<file path="src/rtl/adc_seq_pkg.sv">
`timescale 1ns/1ps
package adc_seq_pkg;
   typedef enum logic {
      ST_IDLE = 1'b0,
      ST_RUN  = 1'b1
   } seq_state_e;

   localparam int BYTE_CLKS  = 8;
   localparam int FRAME_BYTES = 3;
endpackage

</file>
<file path="src/rtl/adc_sclk_gen.sv">
`timescale 1ns/1ps
module adc_sclk_gen #(
   parameter int DIV_HALF = 2
) (
   input  logic clk,
   input  logic rst_n,
   input  logic run,
   output logic tick
);
   if (DIV_HALF < 1) begin : g_bad_div
      $error("adc_sclk_gen: DIV_HALF must be at least 1");
   end

   if (DIV_HALF == 1) begin : g_direct
      logic unused_q;
      always_ff @(posedge clk or negedge rst_n) begin
         if (!rst_n) unused_q <= 1'b0;
         else        unused_q <= run;
      end
      assign tick = run;
   end else begin : g_count
      localparam int CW = $clog2(DIV_HALF);
      localparam logic [CW-1:0] LAST = CW'(DIV_HALF - 1);
      logic [CW-1:0] cnt_q;

      always_ff @(posedge clk or negedge rst_n) begin
         if (!rst_n)              cnt_q <= '0;
         else if (!run)           cnt_q <= '0;
         else if (cnt_q == LAST)  cnt_q <= '0;
         else                     cnt_q <= cnt_q + 1'b1;
      end

      assign tick = run && (cnt_q == LAST);

      p_div_range_r3: assert property (@(posedge clk) disable iff (!rst_n)
         cnt_q <= LAST);
      p_div_idle_r3: assert property (@(posedge clk) disable iff (!rst_n)
         !run |=> (cnt_q == '0));
   end
endmodule

</file>
<file path="src/rtl/adc_ctrl_byte.sv">
`timescale 1ns/1ps
module adc_ctrl_byte #(
   parameter int CTRL_W = 8,
   parameter int CH_W   = 3
) (
   input  logic [CH_W-1:0]   chan,
   input  logic              single,
   output logic [CTRL_W-1:0] word_o
);
   localparam int PAD_W = CTRL_W - CH_W - 3;

   if (PAD_W < 0) begin : g_bad_fit
      $error("adc_ctrl_byte: control word too narrow for the input number");
   end

   if (PAD_W == 0) begin : g_nopad
      assign word_o = {1'b1, chan, 1'b0, single};
   end else begin : g_pad
      assign word_o = {1'b1, chan, 1'b0, single, {PAD_W{1'b0}}};
   end
endmodule

</file>
<file path="src/rtl/adc_result_shift.sv">
`timescale 1ns/1ps
module adc_result_shift #(
   parameter int DATA_W = 12
) (
   input  logic              clk,
   input  logic              rst_n,
   input  logic              shift_en,
   input  logic              bit_in,
   output logic [DATA_W-1:0] word
);
   if (DATA_W < 2) begin : g_bad_w
      $error("adc_result_shift: DATA_W must be at least 2");
   end

   always_ff @(posedge clk or negedge rst_n) begin
      if (!rst_n)        word <= '0;
      else if (shift_en) word <= {word[DATA_W-2:0], bit_in};
   end
endmodule

</file>
<file path="src/rtl/adc_seq_ctrl.sv">
`timescale 1ns/1ps
module adc_seq_ctrl #(
   parameter int DATA_W   = 12,
   parameter int CH_W     = 3,
   parameter int DIV_HALF = 2
) (
   input  logic              clk,
   input  logic              rst_n,
   input  logic              req_valid,
   input  logic [CH_W-1:0]   req_chan,
   input  logic              req_single,
   output logic              busy,
   output logic              done,
   output logic [DATA_W-1:0] result,
   output logic              sclk,
   output logic              cs_n,
   output logic              din,
   input  logic              dout
);
   import adc_seq_pkg::*;

   localparam int CTRL_W     = BYTE_CLKS;
   localparam int FRAME_CLKS = FRAME_BYTES * BYTE_CLKS;
   localparam int RES_FIRST  = CTRL_W + 2;
   localparam int RES_LAST   = CTRL_W + 1 + DATA_W;
   localparam int CNT_W      = $clog2(FRAME_CLKS + 1);

   localparam logic [CNT_W-1:0] CNT_LAST  = CNT_W'(FRAME_CLKS);
   localparam logic [CNT_W-1:0] CAP_LO    = CNT_W'(RES_FIRST - 1);
   localparam logic [CNT_W-1:0] CAP_HI    = CNT_W'(RES_LAST - 1);
   localparam logic [CNT_W-1:0] CTRL_DONE = CNT_W'(CTRL_W);

   if (RES_LAST > FRAME_CLKS) begin : g_bad_frame
      $error("adc_seq_ctrl: result does not fit in the frame");
   end

   seq_state_e          state_q;
   logic [CNT_W-1:0]    bit_cnt_q;
   logic [CTRL_W-1:0]   ctrl_q;
   logic [CTRL_W-1:0]   ctrl_new;
   logic [DATA_W-1:0]   shift_word;
   logic [DATA_W-1:0]   result_q;
   logic                sclk_q, cs_n_q, din_q, done_q;
   logic                tick, rise, fall, cap_en, run;

   assign run  = (state_q == ST_RUN);
   assign rise = tick && !sclk_q;
   assign fall = tick &&  sclk_q;
   assign cap_en = rise && (bit_cnt_q >= CAP_LO) && (bit_cnt_q <= CAP_HI);

   adc_sclk_gen #(.DIV_HALF(DIV_HALF)) u_div (
      .clk(clk), .rst_n(rst_n), .run(run), .tick(tick)
   );

   adc_ctrl_byte #(.CTRL_W(CTRL_W), .CH_W(CH_W)) u_ctrl (
      .chan(req_chan), .single(req_single), .word_o(ctrl_new)
   );

   adc_result_shift #(.DATA_W(DATA_W)) u_shift (
      .clk(clk), .rst_n(rst_n), .shift_en(cap_en), .bit_in(dout),
      .word(shift_word)
   );

   always_ff @(posedge clk or negedge rst_n) begin
      if (!rst_n) begin
         state_q   <= ST_IDLE;
         bit_cnt_q <= '0;
         ctrl_q    <= '0;
         result_q  <= '0;
         sclk_q    <= 1'b0;
         cs_n_q    <= 1'b1;
         din_q     <= 1'b0;
         done_q    <= 1'b0;
      end else begin
         done_q <= 1'b0;
         case (state_q)
            ST_IDLE: begin
               if (req_valid) begin
                  state_q   <= ST_RUN;
                  cs_n_q    <= 1'b0;
                  sclk_q    <= 1'b0;
                  bit_cnt_q <= '0;
                  ctrl_q    <= ctrl_new;
                  din_q     <= ctrl_new[CTRL_W-1];
               end
            end
            ST_RUN: begin
               if (rise) begin
                  sclk_q    <= 1'b1;
                  bit_cnt_q <= bit_cnt_q + 1'b1;
               end else if (fall) begin
                  sclk_q <= 1'b0;
                  if (bit_cnt_q == CNT_LAST) begin
                     state_q  <= ST_IDLE;
                     cs_n_q   <= 1'b1;
                     done_q   <= 1'b1;
                     din_q    <= 1'b0;
                     result_q <= shift_word;
                  end else begin
                     din_q  <= ctrl_q[CTRL_W-2];
                     ctrl_q <= ctrl_q << 1;
                  end
               end
            end
            default: state_q <= ST_IDLE;
         endcase
      end
   end

   assign busy   = run;
   assign done   = done_q;
   assign result = result_q;
   assign sclk   = sclk_q;
   assign cs_n   = cs_n_q;
   assign din    = din_q;

   p_sclk_rest_r3: assert property (@(posedge clk) disable iff (!rst_n)
      cs_n_q |-> !sclk_q);
   p_frame_bound_r2: assert property (@(posedge clk) disable iff (!rst_n)
      bit_cnt_q <= CNT_LAST);
   p_din_hold_r4: assert property (@(posedge clk) disable iff (!rst_n)
      (sclk_q && $past(sclk_q)) |-> $stable(din_q));
   p_din_quiet_r5: assert property (@(posedge clk) disable iff (!rst_n)
      (!cs_n_q && ((bit_cnt_q > CTRL_DONE) || (bit_cnt_q == CTRL_DONE && !sclk_q)))
      |-> !din_q);
   p_done_pulse_r7: assert property (@(posedge clk) disable iff (!rst_n)
      done_q |=> !done_q);
   p_result_hold_r7: assert property (@(posedge clk) disable iff (!rst_n)
      !done_q |-> $stable(result_q));
   p_busy_select_r9: assert property (@(posedge clk) disable iff (!rst_n)
      busy != cs_n_q);
   p_done_idle_r9: assert property (@(posedge clk) disable iff (!rst_n)
      done_q |-> (cs_n_q && !busy));
   p_no_restart_r8: assert property (@(posedge clk) disable iff (!rst_n)
      (run && !fall) |=> run);
endmodule

</file>
<file path="config.mk">
export PLATFORM = sky130hd
export DESIGN_NAME = adc_seq_ctrl
export DESIGN_NICKNAME = d
export VERILOG_FILES = /design/src/rtl/adc_seq_pkg.sv /design/src/rtl/adc_sclk_gen.sv /design/src/rtl/adc_ctrl_byte.sv /design/src/rtl/adc_result_shift.sv /design/src/rtl/adc_seq_ctrl.sv
export SDC_FILE = /design/constraint.sdc
export NUM_CORES = 1
export LEC_CHECK = 0
export BUFFER_PORTS_ARGS = -buffer_cell sky130_fd_sc_hd__clkbuf_2
export CORE_MARGIN = 1.5
export CORE_UTILIZATION = 25
export CTS_CLUSTER_DIAMETER = 30
export CTS_CLUSTER_SIZE = 25
export DETAILED_ROUTE_END_ITERATION = 10
export SLEW_MARGIN = 30
export SYNTH_ARGS = -nofsm -noshare
export SYNTH_HDL_FRONTEND = slang
export SYNTH_SLANG_ARGS = --single-unit
</file>
<file path="constraint.sdc">
create_clock -name clk -period 1.9 [get_ports clk]
set_input_delay 0.475 -clock clk [delete_from_list [all_inputs] [get_ports clk]]
set_output_delay 0.475 -clock clk [all_outputs]
set_load 0.05 [all_outputs]
</file>
# Word-level counts from Yosys, hierarchy flattened
# Index checks and enable logic that the tools add are counted.
op_classes:
  add_sub_neg: 2
  magnitude_cmp: 2
  eq_ne: 8
  mux: 32
  n_bitwise: 2
  reduce_logical: 12
ops:
  columns: ["op", "n"]
  rows:
  - ["7-bit two-way mux", 4]
  - ["1-bit two-way mux", 20]
  - ["7-bit one-hot mux with 2 select lines", 1]
  - ["4-bit AND reduction", 3]
  - ["5-bit two-way mux", 2]
  - ["5-bit one-hot mux with 2 select lines", 1]
  - ["1-bit one-hot mux with 2 select lines", 4]
  - ["2-bit by 1-bit inequality test with 1-bit output (second input constant)", 3]
  - ["2-bit inequality test (second input constant)", 3]
  - ["5-bit by 1-bit adder with 5-bit output (second input constant)", 1]
  - ["5-bit == test (second input constant)", 1]
  - ["5-bit by 4-bit greater-or-equal comparator with 1-bit output (second input constant)", 1]
  - ["5-bit less-or-equal comparator (second input constant)", 1]
  - ["1-bit logical AND", 5]
  - ["2-bit AND reduction", 2]
  - ["3-bit by 1-bit inequality test with 1-bit output (second input constant)", 1]
  - ["3-bit AND reduction", 1]
  - ["1-bit NOT", 2]
  - ["1-bit adder (second input constant)", 1]
  - ["1-bit logical NOT", 1]
word_totals:
  reg_bits: 42
  inputBits: 8
  out_inout_bits: 17
  word_cells: 68

# Longest topological paths before layout
logic_depth:
  ltp_word: 5
  ltp_mapped: 7
  ltp_nobuf: 5

# By module
# From an unflattened synthesis, not the netlist that was laid out.
hier_totals:
  cells_unflattened: 149
  hier_area_um2: 1955.6
modules_own_cells:
  columns: ["module", "instances", "cells_per_inst", "area_each_um2", "seq_area_each_um2"]
  rows:
  - ["adc_seq_ctrl", 1, 111, 1362.6, 726.9]
  - ["adc_result_shift", 1, 25, 484.2, 300.3]
  - ["adc_ctrl_byte", 1, 10, 67.6, 0.0]
  - ["adc_sclk_gen", 1, 3, 41.3, 25.0]

# Least setup slack after synthesis
# No wires, ideal clock.
synth_timing:
  path_kind: "reg2reg"
  start: "reg sclk_q (netlist: sclk)"
  end: "reg result_q[0] (netlist: result[0])"
  setup_ps: 125
  arrival_ps: 1633
  required_ps: 1775
  setup_slack_ps: 142
  stages_incl_launch_ff: 6
  path_buffers: 2
  synth_period_minus_slack_ps: 1758
  cell_sequence: "dfrtp_1 and2_0 buf_2 nand3_4 buf_6 mux2_4"
synth_via:
  elab_chain_cells: 4
  word_cells_on_any_way: 5
  cone_classes: "bitwise: 1; reduce/logical: 4"
synth_rtl:
  columns: ["element", "line_no", "rtl"]
  rows:
  - ["start, declared", "adc_seq_ctrl.sv:43", "logic sclk_q, cs_n_q, din_q, done_q;"]
  - ["start signal, assigned", "adc_seq_ctrl.sv:70", "sclk_q <= 1'b0;"]
  - ["start signal, assigned", "adc_seq_ctrl.sv:81", "sclk_q <= 1'b0;"]
  - ["start signal, assigned", "adc_seq_ctrl.sv:89", "sclk_q <= 1'b1;"]
  - ["1-bit logical NOT", "adc_seq_ctrl.sv:47", "assign rise = tick && !sclk_q;"]
  - ["1-bit logical AND", "adc_seq_ctrl.sv:47", null]
  - ["1-bit NOT (no line)", null, null]
  - ["4-bit AND reduction (no line) (*)", null, null]
  - ["end signal, assigned", "adc_seq_ctrl.sv:98", "result_q <= shift_word;"]
  - ["end, declared", "adc_seq_ctrl.sv:42", "logic [DATA_W-1:0] result_q;"]
# Mark *: on every way between the ends. The rest lies on a longest branch, timed or not.
# A chain may end at the register's enable or synchronous reset.

# Worst setup path in the final report
layout_timing:
  start: "reg state_q (netlist: busy)"
  end: "out busy"
layout_rtl:
  columns: ["element", "line_no", "rtl"]
  rows:
  - ["start, declared", "adc_seq_ctrl.sv:37", "seq_state_e state_q;"]
  - ["start signal, assigned", "adc_seq_ctrl.sv:66", "state_q <= ST_IDLE;"]
  - ["start signal, assigned", "adc_seq_ctrl.sv:79", "state_q <= ST_RUN;"]
  - ["start signal, assigned", "adc_seq_ctrl.sv:94", "state_q <= ST_IDLE;"]
  - ["end, declared", "adc_seq_ctrl.sv:12", "output logic busy,"]
# No word-level cell between the ends.

==> results by group <==
Logic synthesis
  – Ys Warns: 0
  – Synthesized area per cell: around 11 sq um
  – Mapped Cells: 208
  – Mapped cell area: 2220 sq um
  – Yosys cell types: 40
  – Primary FF master, synth: dfrtp_1
  – Flops & latches, synth: 40
  – Sequential-to-total area share from yosys stat: 0.451
  – Syn_nets: around 220
  – Async S/R FF share, synth: 1.00
  – Post-synth EDFFs: 0

Placement
  – DP Area: 2480 sq um
  – GPL Wtd Cong: roughly 0.8
  – IO buf count: 24
  – Dpl hpwl: roughly 3500 microns
  – DP Cell Count: between 300 and 400

Clock tree
  – CTS sink count: 40
  – Cts hold-fix bufs: 0
  – CTS tree: built
  – Clock Path Buffers: 2
  – Clk root buf: clkbuf_8
  – H-tree depth: 2
  – Worst-path clk slew: 90 ps
  – Inserted Clock Buffers: 5
  – Clock Latency Late Sink: ~300 ps

Power
  – P_leak: 1.12 nW
  – Maximum VDD drop: 0.627 mV
  – Overall Power: roughly 4.7 mW
  – PD cells: 1820 nW/um^2

Floorplan
  – I/O pin total: 25
  – Chip height: between 90 and 100 microns
  – Die ar.: 9470 sq um
  – Num rows: 34
  – Chip width: approximately 100 microns
  – Effective utilization at floorplan: 0.256
  – CORE AREA: 8680 sq um

Detailed routing
  – Vias: 1808
  – Wire per inst: 15.2 microns
  – Vias per cell: 5.30
  – DR pass1 iterations: 4
  – Post-route antenna net violation count: 0
  – Initial DRC Count: 115
  – DRC Markers: 0
  – WL final: 5190 microns

GRT
  – GRT Resource Usage Total: 0.113
  – Initial antenna violation count: 0
  – Largest net degree at the start of global routing: 19
  – First-pass GRT wire length: slightly below 9000 microns
  – GRT overflow: 0
  – Vias in the first global route: between 1500 and 2000

Setup path
  – Startpoint Class: flop
  – Kind of critical path: flop to primary output
  – Crit-path slowest cell: dfrtp_1
  – CP top delay family: flip-flops
  – Element type at the critical path end: primary output
  – CP Data Required Time: 1420 ps
  – Maximum fanout along the worst path: 13
  – CP Buf/Inv Count: 1
  – CP cell instances: clkbuf_2
  – Crit path arrival time: 1320 ps
  – Critical Path Max Stage Delay: 660 ps

Timing
  – Headroom to the max-slew limit: 0.617
  – Setup total negative slack: 0 ps
  – Post-route clock period utilization: 0.944
  – Endpoints failing setup: 0
  – RSZ-0062 raised after global routing: false
  – Fin. max-slew vios: 0
  – Layout Skew: 14.0 ps
  – Worst-margin pin slew: 575 ps
  – Final period demand of the worst path: 1790 ps
  – Hold Vio Cnt, Final: 0
  – Fmax: 558 MHz
  – Hold Slack: 111 ps

Finish
  – Final Non-Filler Cells: 341
  – Final-stage net count: about 240
  – Fill cells: 913
  – Fraction of layout cells with a size suffix above 1: 0.270
  – Final instance area: between 2000 and 3000 sq um
  – # diodes: 0
  – Area grow syn2layout: 17.3%

Flow run
  – Max Cap Viol: 0

Min path
  – Hold crit path type: primary input to async pin

Outcome
  – Status: finished, final reports clean
[stage by stage]
step	setup slack, ps	util
2_1_floorplan	142	-
3_3_place_gp	123	0.286
3_5_place_dp	48.0	0.286
4_1_cts	26.7	0.300
5_1_grt	13.8	0.301
6_report	107	0.301
[sequential cells by signal, indices dropped and copies added (netlist names)]
| register | cells |
|---|---|
| result | 12 |
| u_shift.word | 12 |
| bit_cnt_q | 5 |
| ctrl_q | 5 |
| busy | 1 |
| cs_n | 1 |
| din | 1 |
| done | 1 |
| sclk | 1 |
| u_div.g_count.cnt_q | 1 |
[cell usage after synthesis (3+ instances only)]
cell / instances / share of area
dfrtp_1: 39 / 0.44
ha_1: 3 / 0.017
clkbuf_1: 12 / 0.020
nand2_1: 7 / 0.012
a211oi_1: 3 / 0.010
a21oi_1: 5 / 0.011
o21ai_0: 5 / 0.011
nand2b_1: 4 / 0.011
nor2_1: 5 / 0.0084
mux2_4: 9 / 0.061
nand3_1: 18 / 0.041
a31oi_1: 5 / 0.014
and4b_1: 13 / 0.059
inv_1: 4 / 0.0068
mux2_2: 3 / 0.015
nand4_1: 12 / 0.034
buf_2: 4 / 0.0090
a32oi_1: 12 / 0.047
o221ai_1: 12 / 0.047
buf_6: 4 / 0.020
nor2b_1: 6 / 0.017
[area by class of cell]
class | instances | area (sq um) | share of cell area
repair buffers | 39 | 245 | 0.0940
clock buffers | 6 | 82.6 | 0.0317
flip-flops and latches | 40 | 1000 | 0.384
clock inverters | 2 | 38.8 | 0.0149
well taps | 108 | 135 | 0.0518
multi-input cells | 142 | 1090 | 0.418
inverters | 4 | 15.0 | 0.00576
[cells by family after synthesis]
family / count (synthesis) / share of synthesized area
buf+inv: 26 / 0.0602
xor+xnor: 2 / 0.00788
fa+ha+maj: 3 / 0.0169
compound gates: 47 / 0.158
mux: 13 / 0.0805
simple gates: 77 / 0.226
flops: 40 / 0.451
[power by group]
part           internal (mW)  switching [mW]
clock network          0.430           0.316
logic                  0.950            1.56
registers               1.18           0.314
total                   2.56            2.18
[metal layers]
metal | wire [microns] | global-route usage | vias to the layer above
met5 | 0 | 0 | -
met4 | 93 | 0.0495 | 0
met3 | 181 | 0.0201 | 8
met2 | 2360 | 0.173 | 45
met1 | 2560 | 0.157 | 892
li1 | - | - | 863
[worst paths after layout]
| kind | cells past startpoint | endpoint | startpoint | slack [ps] |
|---|---|---|---|---|
| max in group asynchronous | 2 | cs_n | rst_n | 1200 |
| max | 1 | busy | busy | 110 |
| min in group clk | 3 | u_shift.word[0] | dout | 450 |
| max reg2reg | 5 | result[2] | bit_cnt_q[1] | 110 |
| min reg2reg | 1 | result[2] | result[2] | 520 |
| min | 1 | done | rst_n | 110 |
[placed cells by master (no fill, tap or decap), types with 2 or more instances in the layout]
| cell type | instances |
|---|---|
| a32oi_1 | 12 |
| o31ai_1 | 2 |
| or3_1 | 2 |
| nand2_1 | 7 |
| nand3_1 | 18 |
| a31oi_1 | 5 |
| nand4_1 | 12 |
| buf_4 | 14 |
| clkbuf_2 | 24 |
| nand2b_1 | 4 |
| and4b_1 | 13 |
| mux2_2 | 3 |
| dfrtp_1 | 39 |
| o221ai_1 | 12 |
| clkbuf_8 | 6 |
| nor2_1 | 5 |
| nand4b_1 | 2 |
| a211oi_1 | 3 |
| mux2_4 | 9 |
| o211ai_1 | 2 |
| inv_1 | 4 |
| o21ai_0 | 5 |
| a21oi_1 | 5 |
| nor2b_1 | 5 |
| ha_1 | 3 |
[worst reg2reg max path: stages (launching register included)]
cell     delay, ps
dfrtp_1        430
inv_1          110
ha_1           210
and4b_1        290
nand3_4        250
mux2_4         400
[timing repair]
action,in CTS,in global routing
buffers inserted,0,0
resized for setup,0,1
setup endpoints to repair,0,12
No activity file was read; power rests on OpenSTA's default activity.
